$ cat src/rtl/sync_router.sv
module sync_router #(
  parameter int NUM_SINKS = 4,
  parameter int CNT_W = 16,
  parameter logic [CNT_W-1:0] DEF_PERIOD = 16
) (
  input  logic                   clk,
  input  logic                   rst_n,
  input  logic                   ext_a_i,
  input  logic                   ext_b_i,
  input  logic                   oneshot_req_i,
  input  logic                   period_we_i,
  input  logic [CNT_W-1:0]       period_i,
  input  logic [3*NUM_SINKS-1:0] sel_i,
  input  logic [2:0]             exp_sel_i,
  output logic [NUM_SINKS-1:0]   sink_sync_o,
  output logic                   sync_out_o
);
  localparam int SEL_W = 3;

  logic a_q1, a_q2, b_q1, b_q2;
  logic req_d, os_p;
  logic [CNT_W-1:0] per, cnt;
  logic tick;
  logic wrap;

  assign wrap = (per != '0) && (cnt == per - 1'b1);

  function automatic logic pick(input logic [SEL_W-1:0] s, input logic a, input logic b,
                                input logic os, input logic tk);
    case (s)
      3'd1: pick = a;
      3'd2: pick = b;
      3'd3: pick = os;
      3'd4: pick = tk;
      3'd5: pick = 1'b1;
      default: pick = 1'b0;
    endcase
  endfunction

  always_ff @(posedge clk) begin
    if (!rst_n) begin
      a_q1 <= 1'b0; a_q2 <= 1'b0; b_q1 <= 1'b0; b_q2 <= 1'b0;
      req_d <= 1'b0; os_p <= 1'b0;
    end else begin
      a_q1 <= ext_a_i; a_q2 <= a_q1;
      b_q1 <= ext_b_i; b_q2 <= b_q1;
      req_d <= oneshot_req_i;
      os_p <= oneshot_req_i & ~req_d;
    end
  end

  always_ff @(posedge clk) begin
    if (!rst_n) begin
      per <= DEF_PERIOD; cnt <= '0; tick <= 1'b0;
    end else if (period_we_i) begin
      per <= period_i; cnt <= '0; tick <= 1'b0;
    end else if (wrap) begin
      cnt <= '0; tick <= 1'b1;
    end else begin
      cnt <= (per == '0) ? '0 : cnt + 1'b1; tick <= 1'b0;
    end
  end

  genvar i;
  generate
    for (i = 0; i < NUM_SINKS; i++) begin : g_sink
      always_ff @(posedge clk) begin
        if (!rst_n) sink_sync_o[i] <= 1'b0;
        else sink_sync_o[i] <= pick(sel_i[SEL_W*i +: SEL_W], a_q2, b_q2, os_p, tick);
      end
    end
  endgenerate

  always_ff @(posedge clk) begin
    if (!rst_n) sync_out_o <= 1'b0;
    else sync_out_o <= pick(exp_sel_i, a_q2, b_q2, os_p, tick);
  end
endmodule

$ cat config.mk
export PLATFORM = sky130hd
export DESIGN_NAME = sync_router
export DESIGN_NICKNAME = d
export VERILOG_FILES = /design/src/rtl/sync_router.sv
export SDC_FILE = /design/constraint.sdc
export NUM_CORES = 1
export LEC_CHECK = 0
export ABC_AREA = 1
export ABC_CLOCK_PERIOD_IN_PS = 4600
export BUFFER_PORTS_ARGS = -buffer_cell sky130_fd_sc_hd__buf_2
export CORE_UTILIZATION = 30
export DETAILED_ROUTE_END_ITERATION = 10
export HOLD_SLACK_MARGIN = 0.15
export PLACE_DENSITY_LB_ADDON = 0.08
export SLEW_MARGIN = 20
export SYNTH_ARGS = -nofsm -noshare
export SYNTH_HDL_FRONTEND = slang
export SYNTH_SLANG_ARGS = --single-unit
$ cat constraint.sdc
create_clock -name clk -period 4.6 [get_ports clk]
set_input_delay 0.23 -clock clk [delete_from_list [all_inputs] [get_ports clk]]
set_output_delay 0.23 -clock clk [all_outputs]
set_load 0.03 [all_outputs]
# Word-level counts from Yosys, hierarchy flattened
# Cells that the tools add are included.
# word_totals
reg_bits	44
in_bits	37
elab_cells	56
# op_classes
addsub	2
eq_ne	26
n_mux	6
n_bitwise	3
n_reduce_logical	5
# ops
operator	count
3-bit by 2-bit == test with 1-bit output (second input constant)	10
3-bit == test (second input constant)	10
1-bit one-hot mux with 5 select lines	5
16-bit by 1-bit adder with 16-bit output (second input constant)	1
16-bit == test	1
16-bit logical NOT	1
16-bit nonzero test	1
16-bit by 1-bit subtractor with 16-bit output (second input constant)	1
3-bit by 1-bit == test with 1-bit output (second input constant)	5
4-bit OR reduction	1
1-bit inverter	2
2-bit OR reduction	1
1-bit bitwise AND	1
1-bit logical AND	1
1-bit 2-to-1 mux	1

# Longest topological paths before layout
# Gate-level depths: netlist of run 1.
# depth
word_depth	4
depth_mapped	16

# Least setup slack after synthesis of run 1
# No wires, ideal clock.
# synth_timing
path_type	register to register
start	register per[0]
end	register cnt[2]
arrival_time_ns	1.656
slack_ns	2.828
path_stages_with_launch	17
synth_period_minus_slack_ns	1.772
path_cell_list	dfxtp_1 inv_1 ha_1 nand2_1 nor2_4 nand2_1 nand2_1 nand2_1 nand2_1 nand2_1 inv_1 nand2_1 nor2_1 nand2_2 nand2_4 buf_8 nor2_1
# synth_between
elab_chain_cells	4
# synth_rtl
item	line_no	text
start: declaration	22	logic [CNT_W-1:0] per, cnt;
start signal: assignment	54	per <= DEF_PERIOD; cnt <= '0; tick <= 1'b0;
start signal: assignment	56	per <= period_i; cnt <= '0; tick <= 1'b0;
16-bit by 1-bit subtractor with 16-bit output	26	assign wrap = (per != '0) && (cnt == per - 1'b1);
16-bit == test	26	
1-bit logical AND	26	
4-bit OR reduction (no line) *	--	
end signal: assignment	54	
end signal: assignment	56	
end signal: assignment	58	cnt <= '0; tick <= 1'b1;
end: declaration	22	
# Every way passes the cells marked *; elsewhere a longest branch is shown, timed or not.
# A chain may end at the register's enable or synchronous reset.

# Final worst setup path of run 1
# layout_timing
start	register per[0]
end	register cnt[13]
# Same word-level chain as after synthesis.

==> metrics, run 1 <==
status=finished clean; largest net degree at the start of global routing=26; post-CTS sizing=0; ANT nets after route=0; Crit path largest cell delay=0.32 ns; Static Leak=approximately 1.4 nW; maximum clock path buffer count=2; grt peak-use layer=met2; slowest library cell on the worst path=dfxtp_1; final hold slack=approximately 0.15 ns; Achievable Freq=roughly 0.5 GHz; Async SR Flop Fraction=0%; routed vias=about 2.3k; cells along the critical path=inv_1 > ha_1 > nand2_1 > nor2_4 > nand2_1 > nand2_1 > nand2_1 > nand2_1 > nand2_1 > inv_1 > nand2_1 > nor2_1 > nand2_2 > nand2_4 > nor2_1; flops & latches, synth=between 40 and 50; cts hold-fix bufs=3; Ports=42; final worst slack=2.62 ns; Max-cap violations=0; Die Area=0.00851 mm2; CORE AREA=between 0.007 and 0.008 mm2; width of the die=92.2 um; combinational power share=around 15%; clk_skew=0.00386 ns; vias per std cell=between 4 and 5; vias in the first global route=approximately 2.2k; std cell rows=32; met2 Use GR=24.8%; most frequent cells in the layout=nand2_1, inv_1, nor2_1; fin cells=531; clock share of power=a little over a third; Worst Hold Path EP=per[4]$_SDFFE_PN1P_; Reg2Reg Capture Point=cnt[13]$_SDFF_PP0_; worst-skew pair later-pin latency=0.29 ns; type of the worst setup path=reg -> reg; Avg Inst Size Synth=~6.4 um2; Post-Synthesis Net Count=421; crit share post-route=43.1%; initial antenna violation count=0; GRT Util Overall=14.9%; Remaining Overflow, GRT=0; htree depth=2; reg2reg start=per[0]$_SDFFE_PN0P_; pre-CTS WS=2.60 ns; switch share=27.3%; first-pass GRT wire length=10000 um; most used flip-flop cell after synthesis=dfxtp_1; CTS root buffer=clkbuf_8; r2r setup slk=2.62 ns; met3 GRT Util=2.99%; Net Sw Power=~230 uW; Filler Cell Count=884; largest cells by area after synthesis=dfxtp_1, nand2_1, inv_1, nor2_1, nand3_1; Worst-Margin Slew=about 0.68 ns; crit path DAT=2.17 ns; worst hold path cell count=3; Worst setup SP type=register; Multi-input gate area=0.00128 mm2; most common cell after layout, fill and taps aside=nand2_1; Flop pwr share=about half; Critical Path End Type=register; Final Hold Fails=0; register area=slightly below 900 um2; Power Dens Cells=289 mW/mm2; Remaining DRCs=0; Pre-Repair DR Iteration Count=4; Die Y=92.2 um; EDFF count, synth=0; FF-to-FF path depth=15; Top cell by count, worst path=nand2_1; relative slew slack=between 50% and 60%; Setup violations, final=0; synthesized cell area=0.00244 mm2; post-layout net count=467; CTS Buf Count=5; port bufs=slightly above 40; YS warnings=0; area share of the largest cell type after synthesis=36.1%; Clock transition at path regs=0.08 ns; CTS tree=built; layout cells sized above 1=13.5%; Tmin final=between 1.5 and 2 ns; met1 Usage GRT=19.5%; largest area contributor in the netlist=dfxtp_1; postcts setup bufs=0; WL per Instance=11.1 um; wirelength, routed=5900 um; Final HPWL DP=4620 um; Internal=605 uW; RSZ-0062 raised after global routing=no; WP data required=between 4 and 5 ns; setup TNS=0 ns; hold crit path type=in -> reg; Max Slew Vio Count=0; RePlAce Congestion=just over 0.8; CTS sink cnt=44; post-synthesis sequential area ratio=36.1%; DRC marker count from the first detailed-route iteration=136; Syn Inst Count=between 300 and 400; hold path startpoint=period_i[4]; Worst VDD drop=0.000123 V; area grow syn2layout=18.0%; Netlist cell types=24; Initial Util=between 30 and 40%; cell count after placement=520; antenna cells=0; maximum fanout along the worst path=16
-- routing by layer --
| metal | vias to the layer above | share of wire [%] |
|---|---|---|
| li1 | 1277 | - |
| met2 | 51 | 43 |
| met4 | 0 | 1.1 |
| met3 | 6 | 5.2 |
| met5 | - | 0 |
| met1 | 1014 | 50 |
-- kinds of logic after synthesis --
logic type      synth area share, %
buf+inv                        11.4
simple gates                   33.6
flops                          36.1
compound gates                 11.8
xor+xnor                       6.10
fa+ha+maj                      1.02
-- Yosys cell counts (all sizes together), types with 3 or more instances --
master	number
nand3	29
xnor2	3
xor2	14
inv	66
o2111ai	5
o21ai	23
nor3	3
dfxtp	44
nor2	62
a21oi	23
nand2	98
clkbuf	4
-- power groups by stage --
stage	clock, mW	sequential, mW	combinational, mW
2_1_floorplan	0	0.419	0.0860
3_3_place_gp	0	0.419	0.126
3_5_place_dp	0	0.419	0.126
4_1_cts	0.311	0.410	0.129
5_1_grt	0.327	0.412	0.149
6_report	0.295	0.410	0.128
-- worst max-delay path by stage --
stage	from	to	slack, ns
2_1_floorplan	per[0]$_SDFFE_PN0P_	cnt[2]$_SDFF_PP0_	2.83
5_1_grt	per[0]$_SDFFE_PN0P_	cnt[14]$_SDFF_PP0_	2.34
3_3_place_gp	per[0]$_SDFFE_PN0P_	cnt[15]$_SDFF_PP0_	2.62
3_5_place_dp	per[0]$_SDFFE_PN0P_	cnt[7]$_SDFF_PP0_	2.60
4_1_cts	per[0]$_SDFFE_PN0P_	cnt[13]$_SDFF_PP0_	2.59
6_report	per[0]$_SDFFE_PN0P_	cnt[13]$_SDFF_PP0_	2.62
-- cell type report --
class	instances	share of cell area [%]
Clock inverter	2	1.22
Inverter	66	8.59
Multi-Input combinational cell	267	44.5
Tap cell	102	4.43
Timing Repair Buffer	44	8.16
Clock buffer	6	2.52
Sequential cell	44	30.6
-- through the flow --
| stage | power, mW | util, % | cell area [um2] |
|---|---|---|---|
| 6_report | 0.833 | 36.9 | 2880 |
| 3_5_place_dp | 0.545 | 35.2 | 2750 |
| 2_1_floorplan | 0.505 | - | 2440 |
| 5_1_grt | 0.888 | 36.9 | 2880 |
| 4_1_cts | 0.850 | 36.9 | 2880 |
| 3_3_place_gp | 0.545 | 35.2 | 2750 |
-- state kept, by name, summed over array words and instances (netlist names) --
name / count
b_q2: 1
a_q1: 1
sync_out_o: 1
cnt: 16
os_p: 1
b_q1: 1
sink_sync_o: 4
a_q2: 1
tick: 1
req_d: 1
per: 16
-- worst max-delay path, delay by kind of cell (launching register included) --
family | cells | cell delay [ns]
flip-flops | 1 | 0.32
buffers and inverters | 2 | 0.17
AND/OR/NAND/NOR | 12 | 1.15
adder cells (fa/ha/maj) | 1 | 0.23
Note: power is estimated with default switching activity, not from simulation.
==> run 2: changes to the inputs <==
- ABC_CLOCK_PERIOD_IN_PS: 4600 -> 1800
- clock period: 4.6 -> 1.8 ns (I/O delays scaled with it)
==> run 2 against run 1 <==
The run now ends with negative setup slack left. Highest routed layer unchanged. Largest power group unchanged. Register-to-register slack worse by 2.7 ns. Final cell count increased by 7.5%. Via count grew 5.9%. Clock-buffer cell count unchanged. Sequential share of layout area fell by 4.0 points. Clock skew increased by 0.0061 ns.
==> metrics, run 2 (synthesized netlist as in run 1, its figures left out) <==
largest registers=cnt x16, per x16, sink_sync_o x4; first-pass GRT wire length=approximately 11000 um; worst hold path cell count=3; WL per Instance=11.2 um; vias per std cell=between 4 and 5; CTS tree=built; Worst setup SP type=register; CTS sink cnt=44; DRC marker count from the first detailed-route iteration=87; maximum clock path buffer count=2; Tmin final=approximately 1.8 ns; width of the die=between 90 and 100 um; Top cell by count, worst path=nand2_2; Clock transition at path regs=0.09 ns; final hold slack=0.147 ns; Achievable Freq=0.546 GHz; std cell rows=32; Final Hold Fails=0; Setup violations, final=17; ANT nets after route=0; failing checks=negative setup slack; CTS root buffer=clkbuf_8; Placed Area=0.00284 mm2; post-layout net count=508; CP Depth=14; CORE AREA=approximately 0.0078 mm2; RSZ-0062 raised after global routing=yes; Power Dens Cells=slightly above 600 mW/mm2; Final HPWL DP=4710 um; CTS Buf Count=5; Worst VDD drop=0.000287 V; status=finished, violations left; fin area=between 0.003 and 0.004 mm2; maximum fanout along the worst path=8; antenna cells=0; Max Slew Vio Count=0; Crit path largest cell delay=approximately 0.34 ns; layout cells sized above 1=20.5%; slowest library cell on the worst path=dfxtp_2; relative slew slack=76.9%; crit path DAT=2.03 ns; Remaining Overflow, GRT=0; area grow syn2layout=36.5%; buffers and inverters on the worst path=2; crit share post-route=102%; Initial Util=a little under a third; largest net degree at the start of global routing=25; Critical Path End Type=register; Die Area=0.00851 mm2; cells along the critical path=inv_2 > ha_4 > inv_2 > nand2_2 > nand2_2 > nand2_2 > nor2_1 > nand2_1 > nor2_2 > nand3_2 > nor3_4 > nand2_4 > nand2_8 > nor2_1; setup TNS=-0.419 ns; Ports=42; routed vias=2486; hold crit path type=in -> reg; GRT Util Overall=15.8%; Remaining DRCs=0; most frequent cells in the layout=nand2_1, inv_1, nor2_1; wirelength, routed=6400 um; Die Y=92.2 um; worst-skew pair later-pin latency=around 0.30 ns; htree depth=2; initial antenna violation count=0; Pre-Repair DR Iteration Count=4; crit-path leading delay family=simple AND/OR/NAND/NOR gates; clk_skew=approximately 0.0099 ns; WP data required=2.00 ns; vias in the first global route=2351; port bufs=41; Worst-Margin Slew=0.346 ns; Static Leak=1.57 nW; most common cell after layout, fill and taps aside=nand2_1; FF-to-FF path depth=14; Final Util=42.7%; Max-cap violations=0; type of the worst setup path=reg -> reg; RePlAce Congestion=0.787; final worst slack=-0.0313 ns
[run 2: cell count changes in the layout (fill, tap and decap cells not counted), moves of 3 or more]
cell / before / now
nor2_1: 58 / 49
nand2_1: 94 / 89
nor2_2: 2 / 9
dlygate4sd3_1: 3 / 29
dfxtp_2: 0 / 3
inv_1: 65 / 61
buf_4: 0 / 13
inv_2: 1 / 5
nand2_2: 3 / 7
dfxtp_1: 44 / 41
[run 2: worst paths after layout]
kind	startpoint	end	slack, ns
worst max-delay path	per[0]$_SDFFE_PN0P_	cnt[3]$_SDFF_PP0_	-0.03
worst min-delay path	period_i[10]	per[10]$_SDFFE_PN0P_	0.15
worst max register to register	per[0]$_SDFFE_PN0P_	cnt[3]$_SDFF_PP0_	-0.03
worst min register to register	req_d$_SDFF_PN0_	os_p$_SDFF_PN0_	0.39
[run 2: worst reg2reg max path, stage by stage, from the launching register on]
cell,delay (ns)
dfxtp_2,0.34
inv_2,0.05
ha_4,0.24
inv_2,0.05
nand2_2,0.04
nand2_2,0.06
nand2_2,0.05
nor2_1,0.08
nand2_1,0.07
nor2_2,0.12
nand3_2,0.10
nor3_4,0.23
nand2_4,0.14
nand2_8,0.13
nor2_1,0.04
[run 2: layer usage]
| layer | part of all wire (%) | vias up | track usage [%] |
|---|---|---|---|
| met2 | 45 | 51 | 27.4 |
| met4 | 0.91 | 0 | 3.91 |
| met5 | 0 | - | 0 |
| met3 | 4.6 | 5 | 2.99 |
| met1 | 49 | 1070 | 20.0 |
| li1 | - | 1360 | - |
[run 2: final cells by class]
cell class / count / area, um2
clock buffer: 6 / 72.6
clock inverter: 1 / 5.00
fill: 835 / 4470
inverter: 66 / 248
multi-input combinational: 268 / 1390
sequential: 44 / 885
tap: 102 / 128
timing repair buffer: 84 / 604
[run 2: power breakdown]
group          internal, mW  switching (mW)
sequential             1.01          0.0352
clock                 0.265           0.332
combinational         0.187           0.235
[run 2: what timing repair did]
action,CTS,global route
hold buffers,29,0
gates resized for setup,13,19
pin swaps,4,11
endpoints found under the hold margin,24,0
setup endpoints to repair,17,17
cloned,1,0
setup buffers,0,1
[run 2: through the flow]
step,power [mW],setup WS (ns),std cells
after global placement,1.41,-0.123,533
after global routing,2.20,-0.186,571
after detailed placement,1.41,-0.164,533
after CTS,2.08,-0.0125,570
final,2.07,-0.0313,571
after floorplan,1.29,0.0281,382
==> run 3: changes to the inputs <==
==> constraint.sdc (replaced) <==
create_clock -name clk -period 1.8 [get_ports clk]
set_input_delay 0.18 -clock clk [delete_from_list [all_inputs] [get_ports clk]]
set_output_delay 0.18 -clock clk [all_outputs]
set_load 0.03 [all_outputs]
==> run 3 against run 2 <==
The flow still finishes with violations (negative setup slack). Flip-flop and latch count did not move. Critical path depth unchanged. Global-route usage is 0.52 points lower. Sequential share of layout area up 1.7 points. Via count fell by 2.6%. Final cell count fell by 3.3%. Clock power is essentially flat. Clock-buffer cell count did not move. Combinational power decreased by 8.3%. Fmax up 0.78%. Sequential power is essentially flat.
==> metrics, run 3 (synthesized netlist as in run 1, its figures left out) <==
Tmin final=approximately 1.8 ns; Worst-Margin Slew=0.346 ns; CTS root buffer=clkbuf_8; CP startpoint=per[0]$_SDFFE_PN0P_; Worst setup SP type=register; Remaining Overflow, GRT=0; Static Leak=1.48 nW; vias per std cell=4.39; Setup violations, final=16; crit-path leading delay family=simple AND/OR/NAND/NOR gates; WL per Instance=about 11 um; maximum fanout along the worst path=3; Final Hold Fails=0; Max Slew Vio Count=0; ANT nets after route=0; type of the worst setup path=reg -> reg; Total Power=2.04 mW; layout cells sized above 1=20.7%; worst-skew pair later-pin latency=0.30 ns; Achievable Freq=between 0.5 and 0.6 GHz; slowest library cell on the worst path=dfxtp_2; maximum clock path buffer count=2; post-layout net count=489; RePlAce Congestion=0.787; Initial Util=between 30% and 40%; GRT Util Overall=around 15%; Power Dens Cells=about 650 mW/mm2; Top cell by count, worst path=nand2_1; crit path DAT=~2.1 ns; RSZ-0062 raised after global routing=yes; antenna cells=0; Die Area=0.00851 mm2; Worst VDD drop=slightly below 0.0003 V; WP data required=2.04 ns; std cell rows=32; most common cell after layout, fill and taps aside=nand2_1; failing checks=negative setup slack; port bufs=41; htree depth=2; first-pass GRT wire length=10200 um; Max-cap violations=0; Pre-Repair DR Iteration Count=4; clk_skew=around 0.0097 ns; cells along the critical path=inv_2 > ha_4 > inv_2 > nand2_1 > nand2_1 > nand2_1 > nor2_1 > nand2_1 > nor2_2 > nand3_2 > nor3_4 > nand2_4 > buf_6 > nor2_4; buffers and inverters on the worst path=3; hold path startpoint=sel_i[4]; Ports=42; Crit path largest cell delay=around 0.34 ns; Final HPWL DP=~4700 um; Remaining DRCs=0; initial antenna violation count=0; final worst slack=-0.0171 ns; largest registers=cnt x16, per x16, sink_sync_o x4; CTS tree=built; reg2reg start=per[0]$_SDFFE_PN0P_; routed vias=2422; final hold slack=0.164 ns; DRC marker count from the first detailed-route iteration=97; status=finished, violations left; CTS sink cnt=44; wirelength, routed=about 6000 um; Critical Path End Type=register; hold crit path type=in -> reg; most frequent cells in the layout=nand2_1, inv_1, nor2_1; width of the die=92.2 um; relative slew slack=76.9%; CTS Buf Count=5; crit share post-route=101%; area grow syn2layout=28.4%; CORE AREA=a little under 0.008 mm2; Die Y=92.2 um; largest net degree at the start of global routing=25; Clock transition at path regs=0.09 ns; vias in the first global route=2240
## run 3: worst reg2reg max path: cells and delay by family, from the launching register on
family	cells	cell delay (ns)
flip-flops	1	0.34
adder cells (fa/ha/maj)	1	0.24
buffers and inverters	3	0.24
AND/OR/NAND/NOR	10	0.94
## run 3: power by group
group | switching (mW) | internal (mW) | total, mW
Sequential | 0.0352 | 1.01 | 1.05
Clock | 0.336 | 0.265 | 0.600
Combinational | 0.227 | 0.161 | 0.388
Total | 0.598 | 1.44 | 2.04
## run 3: layer usage
| layer | routed length [um] | vias to the layer above | GRT usage (%) |
|---|---|---|---|
| met5 | 0 | - | 0 |
| met4 | 58 | 0 | 3.91 |
| met3 | 294 | 5 | 2.82 |
| met2 | 2720 | 56 | 26.0 |
| met1 | 3100 | 1039 | 19.8 |
| li1 | - | 1322 | - |
## run 3: path summary, 6_finish.rpt
check,slack (ns),endpoint,depth (start not counted)
worst min-delay path,0.16,sink_sync_o[1]$_SDFF_PN0_,4
worst max register to register,-0.02,tick$_SDFF_PP0_,14
worst min register to register,0.39,os_p$_SDFF_PN0_,1
worst max-delay path,-0.02,tick$_SDFF_PP0_,14
## run 3: per-stage QoR
| step | setup TNS [ns] | util (%) | setup WS (ns) | area [um2] | std cells |
|---|---|---|---|---|---|
| floorplan | 0 | - | 0.0281 | 2440 | 382 |
| global placement | -1.96 | 36.4 | -0.123 | 2840 | 533 |
| detailed placement | -2.58 | 36.4 | -0.164 | 2840 | 533 |
| CTS | -0.0954 | 39.3 | -0.0125 | 3070 | 551 |
| global route | -3.05 | 40.2 | -0.190 | 3140 | 552 |
| finish | -0.185 | 40.2 | -0.0171 | 3140 | 552 |
## run 3: what timing repair did
action | 4_1_cts | 5_1_grt
gates cloned | 1 | 0
gates resized for setup | 13 | 16
pin swaps | 4 | 9
endpoints found under the setup margin | 17 | 17
setup buffers | 0 | 1
hold buffers | 10 | 0
hold endpoints to repair | 11 | 0
## run 3: cell type report
type | instances | area (um2)
clock buffers | 6 | 72.6
clock inverters | 1 | 5.00
fillers | 859 | 4670
inverters | 66 | 248
multi-input cells | 268 | 1380
flip-flops and latches | 44 | 885
well taps | 102 | 128
repair buffers | 65 | 414
